==> src/rtl/ptw_pkg.sv <==
package ptw_pkg;

  typedef enum logic [1:0] {
    GRAN_4K  = 2'd0,
    GRAN_16K = 2'd1,
    GRAN_64K = 2'd2
  } gran_e;

  typedef enum logic [1:0] {
    DSC_FAULT = 2'd0,
    DSC_TABLE = 2'd1,
    DSC_PAGE  = 2'd2
  } dsc_kind_e;

  localparam int DESC_SHIFT = 3;
  localparam logic [1:0] LAST_LVL = 2'd3;

  function automatic logic [4:0] gran_off_w(gran_e g);
    case (g)
      GRAN_16K: return 5'd14;
      GRAN_64K: return 5'd16;
      default:  return 5'd12;
    endcase
  endfunction

  function automatic logic [6:0] level_shift(logic [4:0] off_w, logic [1:0] lvl);
    logic [6:0] iw;
    logic [6:0] steps;
    iw    = {2'b00, off_w} - 7'd3;
    steps = {5'b00000, 2'(LAST_LVL - lvl)};
    return {2'b00, off_w} + iw * steps;
  endfunction

endpackage

==> src/rtl/ptw_range_decode.sv <==
module ptw_range_decode
  import ptw_pkg::*;
#(
  parameter int ADDR_W = 64,
  parameter int SZ_W   = 6,
  parameter int TG_W   = 2
) (
  input  logic [ADDR_W-1:0] va,
  input  logic [SZ_W-1:0]   lo_sz,
  input  logic [SZ_W-1:0]   hi_sz,
  input  logic [TG_W-1:0]   lo_tg,
  input  logic [TG_W-1:0]   hi_tg,
  input  logic [ADDR_W-1:0] root_lo,
  input  logic [ADDR_W-1:0] root_hi,
  output logic              canon_ok,
  output logic              gran_ok,
  output logic [4:0]        off_w,
  output logic [1:0]        start_lvl,
  output logic [ADDR_W-1:0] root
);

  localparam int VS_W = $clog2(ADDR_W + 1);

  logic              upper;
  logic [SZ_W-1:0]   sz;
  logic [VS_W-1:0]   vsize;
  logic [ADDR_W-1:0] top_mask;
  gran_e             gran;
  logic [6:0]        sh0;
  logic [6:0]        sh1;

  assign upper    = va[ADDR_W-1];
  assign sz       = upper ? hi_sz : lo_sz;
  assign vsize    = VS_W'(ADDR_W) - VS_W'(sz);
  assign top_mask = {ADDR_W{1'b1}} << vsize;
  assign canon_ok = upper ? ((va & top_mask) == top_mask) : ((va & top_mask) == '0);
  assign root     = upper ? root_hi : root_lo;

  always_comb begin
    gran    = GRAN_4K;
    gran_ok = 1'b1;
    if (upper) begin
      case (hi_tg)
        2'b10:   gran = GRAN_4K;
        2'b01:   gran = GRAN_16K;
        2'b11:   gran = GRAN_64K;
        default: gran_ok = 1'b0;
      endcase
    end else begin
      case (lo_tg)
        2'b00:   gran = GRAN_4K;
        2'b01:   gran = GRAN_64K;
        2'b10:   gran = GRAN_16K;
        default: gran_ok = 1'b0;
      endcase
    end
  end

  assign off_w = gran_off_w(gran);
  assign sh0   = level_shift(off_w, 2'd0);
  assign sh1   = level_shift(off_w, 2'd1);

  always_comb begin
    if (gran == GRAN_4K && int'(vsize) > int'(sh0))
      start_lvl = 2'd0;
    else if (int'(vsize) > int'(sh1))
      start_lvl = 2'd1;
    else
      start_lvl = 2'd2;
  end

endmodule

==> src/rtl/ptw_slot_addr.sv <==
module ptw_slot_addr
  import ptw_pkg::*;
#(
  parameter int ADDR_W = 64
) (
  input  logic [ADDR_W-1:0] va,
  input  logic [ADDR_W-1:0] tbl_base,
  input  logic [4:0]        off_w,
  input  logic [1:0]        lvl,
  output logic [ADDR_W-1:0] slot_addr
);

  logic [6:0]        sh;
  logic [4:0]        iw;
  logic [ADDR_W-1:0] idx;

  assign sh        = level_shift(off_w, lvl);
  assign iw        = off_w - 5'd3;
  assign idx       = (va >> sh) & ~({ADDR_W{1'b1}} << iw);
  assign slot_addr = tbl_base + (idx << DESC_SHIFT);

endmodule

==> src/rtl/ptw_desc_eval.sv <==
module ptw_desc_eval
  import ptw_pkg::*;
#(
  parameter int ADDR_W = 64
) (
  input  logic [ADDR_W-1:0] desc,
  input  logic [1:0]        lvl,
  input  logic [4:0]        off_w,
  output dsc_kind_e         kind,
  output logic [ADDR_W-1:0] base_out
);

  assign base_out = desc & ({ADDR_W{1'b1}} << off_w);

  always_comb begin
    if (desc[1:0] != 2'b11)
      kind = DSC_FAULT;
    else if (lvl == LAST_LVL)
      kind = DSC_PAGE;
    else
      kind = DSC_TABLE;
  end

endmodule

==> src/rtl/ptw_engine.sv <==
module ptw_engine
  import ptw_pkg::*;
#(
  parameter int ADDR_W    = 64,
  parameter int CFG_W     = 32,
  parameter int SZ_W      = 6,
  parameter int TG_W      = 2,
  parameter int LO_SZ_LSB = 0,
  parameter int HI_SZ_LSB = 16,
  parameter int LO_TG_LSB = 14,
  parameter int HI_TG_LSB = 30
) (
  input  logic              clk,
  input  logic              rst,
  input  logic              req_valid,
  input  logic [ADDR_W-1:0] req_vaddr,
  output logic              req_ready,
  input  logic              xlat_en,
  input  logic [CFG_W-1:0]  ctl_word,
  input  logic [ADDR_W-1:0] root_lo,
  input  logic [ADDR_W-1:0] root_hi,
  output logic              mem_rd_req,
  output logic [ADDR_W-1:0] mem_rd_addr,
  input  logic              mem_rd_valid,
  input  logic [ADDR_W-1:0] mem_rd_data,
  output logic              done,
  output logic              done_fault,
  output logic [ADDR_W-1:0] done_paddr
);

  typedef enum logic {ST_IDLE = 1'b0, ST_WAIT = 1'b1} st_e;

  st_e               state;
  logic [ADDR_W-1:0] va_q;
  logic [4:0]        off_q;
  logic [1:0]        lvl_q;
  logic              req_q;
  logic [ADDR_W-1:0] addr_q;
  logic              done_q;
  logic              fault_q;
  logic [ADDR_W-1:0] pa_q;

  logic              dec_canon;
  logic              dec_gran_ok;
  logic [4:0]        dec_off;
  logic [1:0]        dec_start;
  logic [ADDR_W-1:0] dec_root;

  logic [ADDR_W-1:0] sa_va;
  logic [ADDR_W-1:0] sa_base;
  logic [4:0]        sa_off;
  logic [1:0]        sa_lvl;
  logic [ADDR_W-1:0] sa_addr;

  dsc_kind_e         dsc_kind;
  logic [ADDR_W-1:0] dsc_base;
  logic              rsp_ok;
  logic [ADDR_W-1:0] page_pa;
  logic              ctl_unused;

  assign ctl_unused = ^{ctl_word[LO_TG_LSB-1:LO_SZ_LSB+SZ_W],
                        ctl_word[HI_TG_LSB-1:HI_SZ_LSB+SZ_W]};

  ptw_range_decode #(.ADDR_W(ADDR_W), .SZ_W(SZ_W), .TG_W(TG_W)) dec_i (
    .va        (req_vaddr),
    .lo_sz     (ctl_word[LO_SZ_LSB +: SZ_W]),
    .hi_sz     (ctl_word[HI_SZ_LSB +: SZ_W]),
    .lo_tg     (ctl_word[LO_TG_LSB +: TG_W]),
    .hi_tg     (ctl_word[HI_TG_LSB +: TG_W]),
    .root_lo   (root_lo),
    .root_hi   (root_hi),
    .canon_ok  (dec_canon),
    .gran_ok   (dec_gran_ok),
    .off_w     (dec_off),
    .start_lvl (dec_start),
    .root      (dec_root)
  );

  always_comb begin
    if (state == ST_IDLE) begin
      sa_va   = req_vaddr;
      sa_base = dec_root;
      sa_off  = dec_off;
      sa_lvl  = dec_start;
    end else begin
      sa_va   = va_q;
      sa_base = dsc_base;
      sa_off  = off_q;
      sa_lvl  = lvl_q + 2'd1;
    end
  end

  ptw_slot_addr #(.ADDR_W(ADDR_W)) slot_i (
    .va        (sa_va),
    .tbl_base  (sa_base),
    .off_w     (sa_off),
    .lvl       (sa_lvl),
    .slot_addr (sa_addr)
  );

  ptw_desc_eval #(.ADDR_W(ADDR_W)) desc_i (
    .desc     (mem_rd_data),
    .lvl      (lvl_q),
    .off_w    (off_q),
    .kind     (dsc_kind),
    .base_out (dsc_base)
  );

  assign rsp_ok  = (state == ST_WAIT) && mem_rd_valid && !req_q;
  assign page_pa = dsc_base | (va_q & ~({ADDR_W{1'b1}} << off_q));

  always_ff @(posedge clk) begin
    if (rst) begin
      state   <= ST_IDLE;
      va_q    <= '0;
      off_q   <= 5'd12;
      lvl_q   <= 2'd0;
      req_q   <= 1'b0;
      addr_q  <= '0;
      done_q  <= 1'b0;
      fault_q <= 1'b0;
      pa_q    <= '0;
    end else begin
      done_q <= 1'b0;
      req_q  <= 1'b0;
      case (state)
        ST_IDLE: begin
          if (req_valid) begin
            va_q <= req_vaddr;
            if (!xlat_en) begin
              done_q  <= 1'b1;
              fault_q <= 1'b0;
              pa_q    <= req_vaddr;
            end else if (!dec_canon || !dec_gran_ok) begin
              done_q  <= 1'b1;
              fault_q <= 1'b1;
              pa_q    <= '0;
            end else begin
              off_q  <= dec_off;
              lvl_q  <= dec_start;
              req_q  <= 1'b1;
              addr_q <= sa_addr;
              state  <= ST_WAIT;
            end
          end
        end
        default: begin
          if (rsp_ok) begin
            case (dsc_kind)
              DSC_TABLE: begin
                lvl_q  <= lvl_q + 2'd1;
                req_q  <= 1'b1;
                addr_q <= sa_addr;
              end
              DSC_PAGE: begin
                done_q  <= 1'b1;
                fault_q <= 1'b0;
                pa_q    <= page_pa;
                state   <= ST_IDLE;
              end
              default: begin
                done_q  <= 1'b1;
                fault_q <= 1'b1;
                pa_q    <= '0;
                state   <= ST_IDLE;
              end
            endcase
          end
        end
      endcase
    end
  end

  assign req_ready   = (state == ST_IDLE);
  assign mem_rd_req  = req_q;
  assign mem_rd_addr = addr_q;
  assign done        = done_q;
  assign done_fault  = fault_q;
  assign done_paddr  = pa_q;


  bypass_result_chk: assert property (@(posedge clk) disable iff (rst)
    (req_ready && req_valid && !xlat_en) |=>
      (done && !done_fault && done_paddr == $past(req_vaddr)));


  lo_canon_chk: assert property (@(posedge clk) disable iff (rst)
    (req_ready && req_valid && xlat_en && !req_vaddr[ADDR_W-1] &&
     ((req_vaddr >> (ADDR_W - int'(ctl_word[LO_SZ_LSB +: SZ_W]))) != '0))
      |=> (done && done_fault && !mem_rd_req));


  lo_resv_gran_chk: assert property (@(posedge clk) disable iff (rst)
    (req_ready && req_valid && xlat_en && !req_vaddr[ADDR_W-1] &&
     ctl_word[LO_TG_LSB +: TG_W] == 2'b11) |=> (done && done_fault));


  hi_resv_gran_chk: assert property (@(posedge clk) disable iff (rst)
    (req_ready && req_valid && xlat_en && req_vaddr[ADDR_W-1] &&
     ctl_word[HI_TG_LSB +: TG_W] == 2'b00) |=> (done && done_fault));


  bad_desc_chk: assert property (@(posedge clk) disable iff (rst)
    (!req_ready && mem_rd_valid && !mem_rd_req && !mem_rd_data[0])
      |=> (done && done_fault));


  rd_pulse_chk: assert property (@(posedge clk) disable iff (rst)
    mem_rd_req |=> !mem_rd_req);


  rd_busy_chk: assert property (@(posedge clk) disable iff (rst)
    mem_rd_req |-> !req_ready);

endmodule

==> config.mk <==
export PLATFORM = sky130hd
export DESIGN_NAME = ptw_engine
export DESIGN_NICKNAME = d
export VERILOG_FILES = /design/src/rtl/ptw_pkg.sv /design/src/rtl/ptw_range_decode.sv /design/src/rtl/ptw_slot_addr.sv /design/src/rtl/ptw_desc_eval.sv /design/src/rtl/ptw_engine.sv
export SDC_FILE = /design/constraint.sdc
export NUM_CORES = 1
export LEC_CHECK = 0
export ABC_AREA = 1
export ABC_CLOCK_PERIOD_IN_PS = 9600
export BUFFER_PORTS_ARGS = -buffer_cell sky130_fd_sc_hd__buf_2
export CAP_MARGIN = 20
export CORE_MARGIN = 2
export CORE_UTILIZATION = 40
export CTS_CLUSTER_SIZE = 16
export DETAILED_ROUTE_END_ITERATION = 10
export PLACE_DENSITY = 0.66
export SETUP_SLACK_MARGIN = 0.5
export SLEW_MARGIN = 10
export SYNTH_ARGS = -nofsm -noshare
export SYNTH_HDL_FRONTEND = slang
export SYNTH_SLANG_ARGS = --single-unit
==> constraint.sdc <==
create_clock -name clk -period 9.6 [get_ports clk]
set_input_delay 1.92 -clock clk [delete_from_list [all_inputs] [get_ports clk]]
set_output_delay 1.92 -clock clk [all_outputs]
set_load 0.05 [all_outputs]
==> metrics.csv <==
stage;metric;value;unit
global_route;GR Util met1;0.452;
critical_path;CP Capture Type;flop;
cells_and_area;Nets;4126;
timing;fin crit share;0.895;
place;Post-DP HPWL;72300;um
logic_synthesis;area leader, netlist;dfxtp_1;
route;Initial DRC Count;3144;
clock_network;CTS H-tree lvls;1;
global_route;M3 GR Usage;0.0475;
cells_and_area;fin area;23500;um^2
logic_synthesis;cell with the most instances after synthesis;nand2_1;
power;clock network fraction of design power;0.129;
timing;Setup Skew;23.4;ps
floorplan;I/O pin count;425;
route;iteration count of the initial detailed-routing pass;7;
timing;RSZ-0062 raised after global routing;false;
timing;final setup fails;0;
logic_synthesis;Synth Flop Type;dfxtp_1;
cells_and_area;share of cells above drive strength 1;0.161;
outcome;status;completed;
floorplan;Die Span X;227;um
route;via count;25300;
power;Pleak;0.0117;uW
critical_path;slowest stage delay, CP;590;ps
global_route;grt met2 use;0.524;
critical_path;Top cell by count, worst path;nand2_1;
place;Area after DPL;22300;um^2
clock_network;CTS Buf Count;26;
clock_network;CTS tree;done;
power;Net Switching;4150;uW
logic_synthesis;syn nets;3856;
floorplan;die area;51600;um^2
critical_path;crit path kind;in -> reg;
place;GPL Wtd Cong;1.04;
power;internal power;3350;uW
critical_path;critical path startpoint;req_vaddr[63];
critical_path;slowest CP cell;fa_2;
logic_synthesis;Yosys top cell area share;0.202;
timing;Period minus WS final;8590;ps
place;Port Buffers;408;
critical_path;Critical Path Start Type;primary input;
clock_network;Hold Buf Count CTS;0;
power;Sequential Power Share;0.123;
timing;Worst-Margin Slew;1090;ps
route;post-DR wirelength/cell;20.6;um
logic_synthesis;Seq/Total Area, Yosys;0.202;
floorplan;core area;49100;um^2
clock_network;Clock Pin Slew Worst Setup and Hold Paths;50;ps
logic_synthesis;Mapped Cells;3501;
power;PwrDens;320;nW/um^2
global_route;GR Overflow Total;0;
global_route;initial antenna violation count;6;
logic_synthesis;EDFF count, synth;0;
global_route;GRT Total Usage;0.343;
route;routed wire length;92000;um
timing;Final Slew Violations;0;
critical_path;Reg2Reg Launch Point;state$_SDFF_PP0_;
worst_hold_path;source of the worst hold timing path;mem_rd_addr[11]$_SDFFE_PP0P_;
logic_synthesis;synth cell count leaders;nand2_1, nand3_1, nor2_1;
place;Placed Cells;4396;
logic_synthesis;syn avg cell area;5.69;um^2
timing;Setup TNS;0;ps
timing;hold slack;476;ps
clock_network;Clock Tree Root;clkbuf_16;
critical_path;CP arrival;9080;ps
floorplan;FP Rows;81;
route;DRC Markers;0;
logic_synthesis;largest cells by area after synthesis;dfxtp_1, nand2_1, nand3_1, nor2_1, a21oi_1;
critical_path;CP required;10090;ps
clock_network;Clk Latency, worst-skew pair;580;ps
power;Tot Pwr;7500;uW
global_route;GR peak layer;met2;
power;combinational fraction of design power;0.748;
clock_network;clk sinks;201;
power;switch share;0.553;
cells_and_area;Area growth syn-to-layout;17.9;%
clock_network;clock buffer depth;3;
logic_synthesis;Netlist cell types;46;
global_route;largest net degree at the start of global routing;109;
route;Via density;5.67;
timing;slew margin rel.;0.276;
route;Post-DRT Antenna Nets;0;
worst_hold_path;Hold Crit Class;reg -> reg;
timing;final hold vios;0;
power;maximum VDD drop;0.332;mV
logic_synthesis;Mapped Area;19900;um^2
timing;timing-limited maximum frequency;0.116;GHz
logic_synthesis;Ys Warns;0;
global_route;first-pass GRT wire length;135000;um
logic_synthesis;ys async rst share;0;
cells_and_area;Non-Filler Instances;4458;
critical_path;critical path fanouts, max;8;
global_route;vias in the first global route;22600;
floorplan;Die Ht;227;um
logic_synthesis;Yosys reg bits;201;
floorplan;Starting Density;0.406;
flow_run;max_cap viols;0;
==> cell type report <==
class	instances	area [um^2]
fill	5502	25600
multi-input combinational	2830	14100
sequential	201	4030
timing repair buffer	480	2780
inverter	232	886
tap	664	831
clock buffer	34	691
clock inverter	14	130
antenna	3	7.51
==> logic make-up (layout without fill, tap and decap cells) <==
group / count (synthesis) / in the layout / share of synthesized area
AOI/OAI and AO/OA: 596 / 596 / 0.168
xor gates and xnor gates: 62 / 62 / 0.0273
adders and majority gates: 62 / 62 / 0.0412
buffers and inverters: 470 / 760 / 0.0982
DFF: 201 / 201 / 0.202
muxes: 1 / 1 / 0.000503
other: 0 / 3 / 0
and+or+nand+nor: 2109 / 2109 / 0.463
==> per-stage QoR <==
step	setup WS, ps	utilization
after floorplan	526	-
after global placement	311	0.456
after detailed placement	217	0.456
after CTS	816	0.472
after global routing	453	0.479
final	1010	0.479
==> critical path: cells and delay by family <==
| kind | cells | cell delay, ps |
|---|---|---|
| AOI/OAI and AO/OA | 6 | 1260 |
| xor gates and xnor gates | 1 | 190 |
| adders and majority gates | 6 | 1990 |
| buffers and inverters | 10 | 1410 |
| and+or+nand+nor | 21 | 2310 |
==> power by group through the flow <==
stage               clock network (uW)  logic (uW)  registers [uW]
floorplan                            0        3470            1050
global placement                     0        5270             938
detailed placement                   0        5230             939
CTS                                974        5250             922
global route                      1010        6070             929
finish                             967        5610             923
==> layer usage <==
layer	share of wire	wire length, um
met5	0.00023	21
met4	0.076	6970
met3	0.087	8020
met2	0.43	39800
met1	0.40	37300
==> path summary, 6_finish.rpt <==
| kind | to | slack, ps | cells past startpoint |
|---|---|---|---|
| worst max-delay path | mem_rd_addr[26]$_SDFFE_PP0P_ | 1010 | 44 |
| worst min-delay path | mem_rd_addr[11]$_SDFFE_PP0P_ | 480 | 2 |
| worst max register to register | mem_rd_addr[26]$_SDFFE_PP0P_ | 2340 | 28 |
| worst min register to register | mem_rd_addr[11]$_SDFFE_PP0P_ | 480 | 2 |
==> layout by cell type (no fill, tap or decap), types with 5 or more instances in the layout <==
| master | Yosys | final |
|---|---|---|
| buf_4 | 17 | 58 |
| or2_2 | 24 | 24 |
| inv_1 | 220 | 217 |
| clkbuf_1 | 137 | 7 |
| inv_6 | 0 | 5 |
| a21o_1 | 9 | 9 |
| buf_12 | 0 | 10 |
| clkbuf_16 | 0 | 29 |
| xor2_1 | 40 | 39 |
| inv_2 | 5 | 7 |
| ha_1 | 56 | 52 |
| a21oi_2 | 0 | 7 |
| and2_1 | 10 | 10 |
| nand4_1 | 29 | 29 |
| o22ai_1 | 66 | 66 |
| o21bai_1 | 5 | 5 |
| a21boi_0 | 34 | 34 |
| a31oi_1 | 12 | 10 |
| nand2_2 | 5 | 12 |
| nand3b_1 | 88 | 88 |
| buf_2 | 34 | 408 |
| o21ai_1 | 13 | 15 |
| nand2_1 | 865 | 855 |
| clkinv_2 | 0 | 7 |
| nor3_1 | 17 | 15 |
| o211ai_1 | 18 | 18 |
| xnor2_1 | 22 | 20 |
| nand3_1 | 588 | 586 |
| nor2_1 | 469 | 463 |
| a211oi_1 | 29 | 29 |
| dfxtp_1 | 201 | 200 |
| a21oi_1 | 207 | 199 |
| o21ai_0 | 196 | 191 |
| nor2_2 | 4 | 10 |
==> registers in the layout, indices dropped and copies added (netlist names) <==
| signal | cells |
|---|---|
| done | 1 |
| done_fault | 1 |
| done_paddr | 64 |
| lvl_q | 2 |
| mem_rd_addr | 64 |
| mem_rd_req | 1 |
| off_q | 3 |
| state | 1 |
| va_q | 64 |
==> timing repair <==
| action | CTS | global route |
|---|---|---|
| gates resized for setup | 0 | 43 |
| endpoints found under the setup margin | 0 | 38 |
| setup buffers | 0 | 7 |
(Power assumes the default switching activity.)
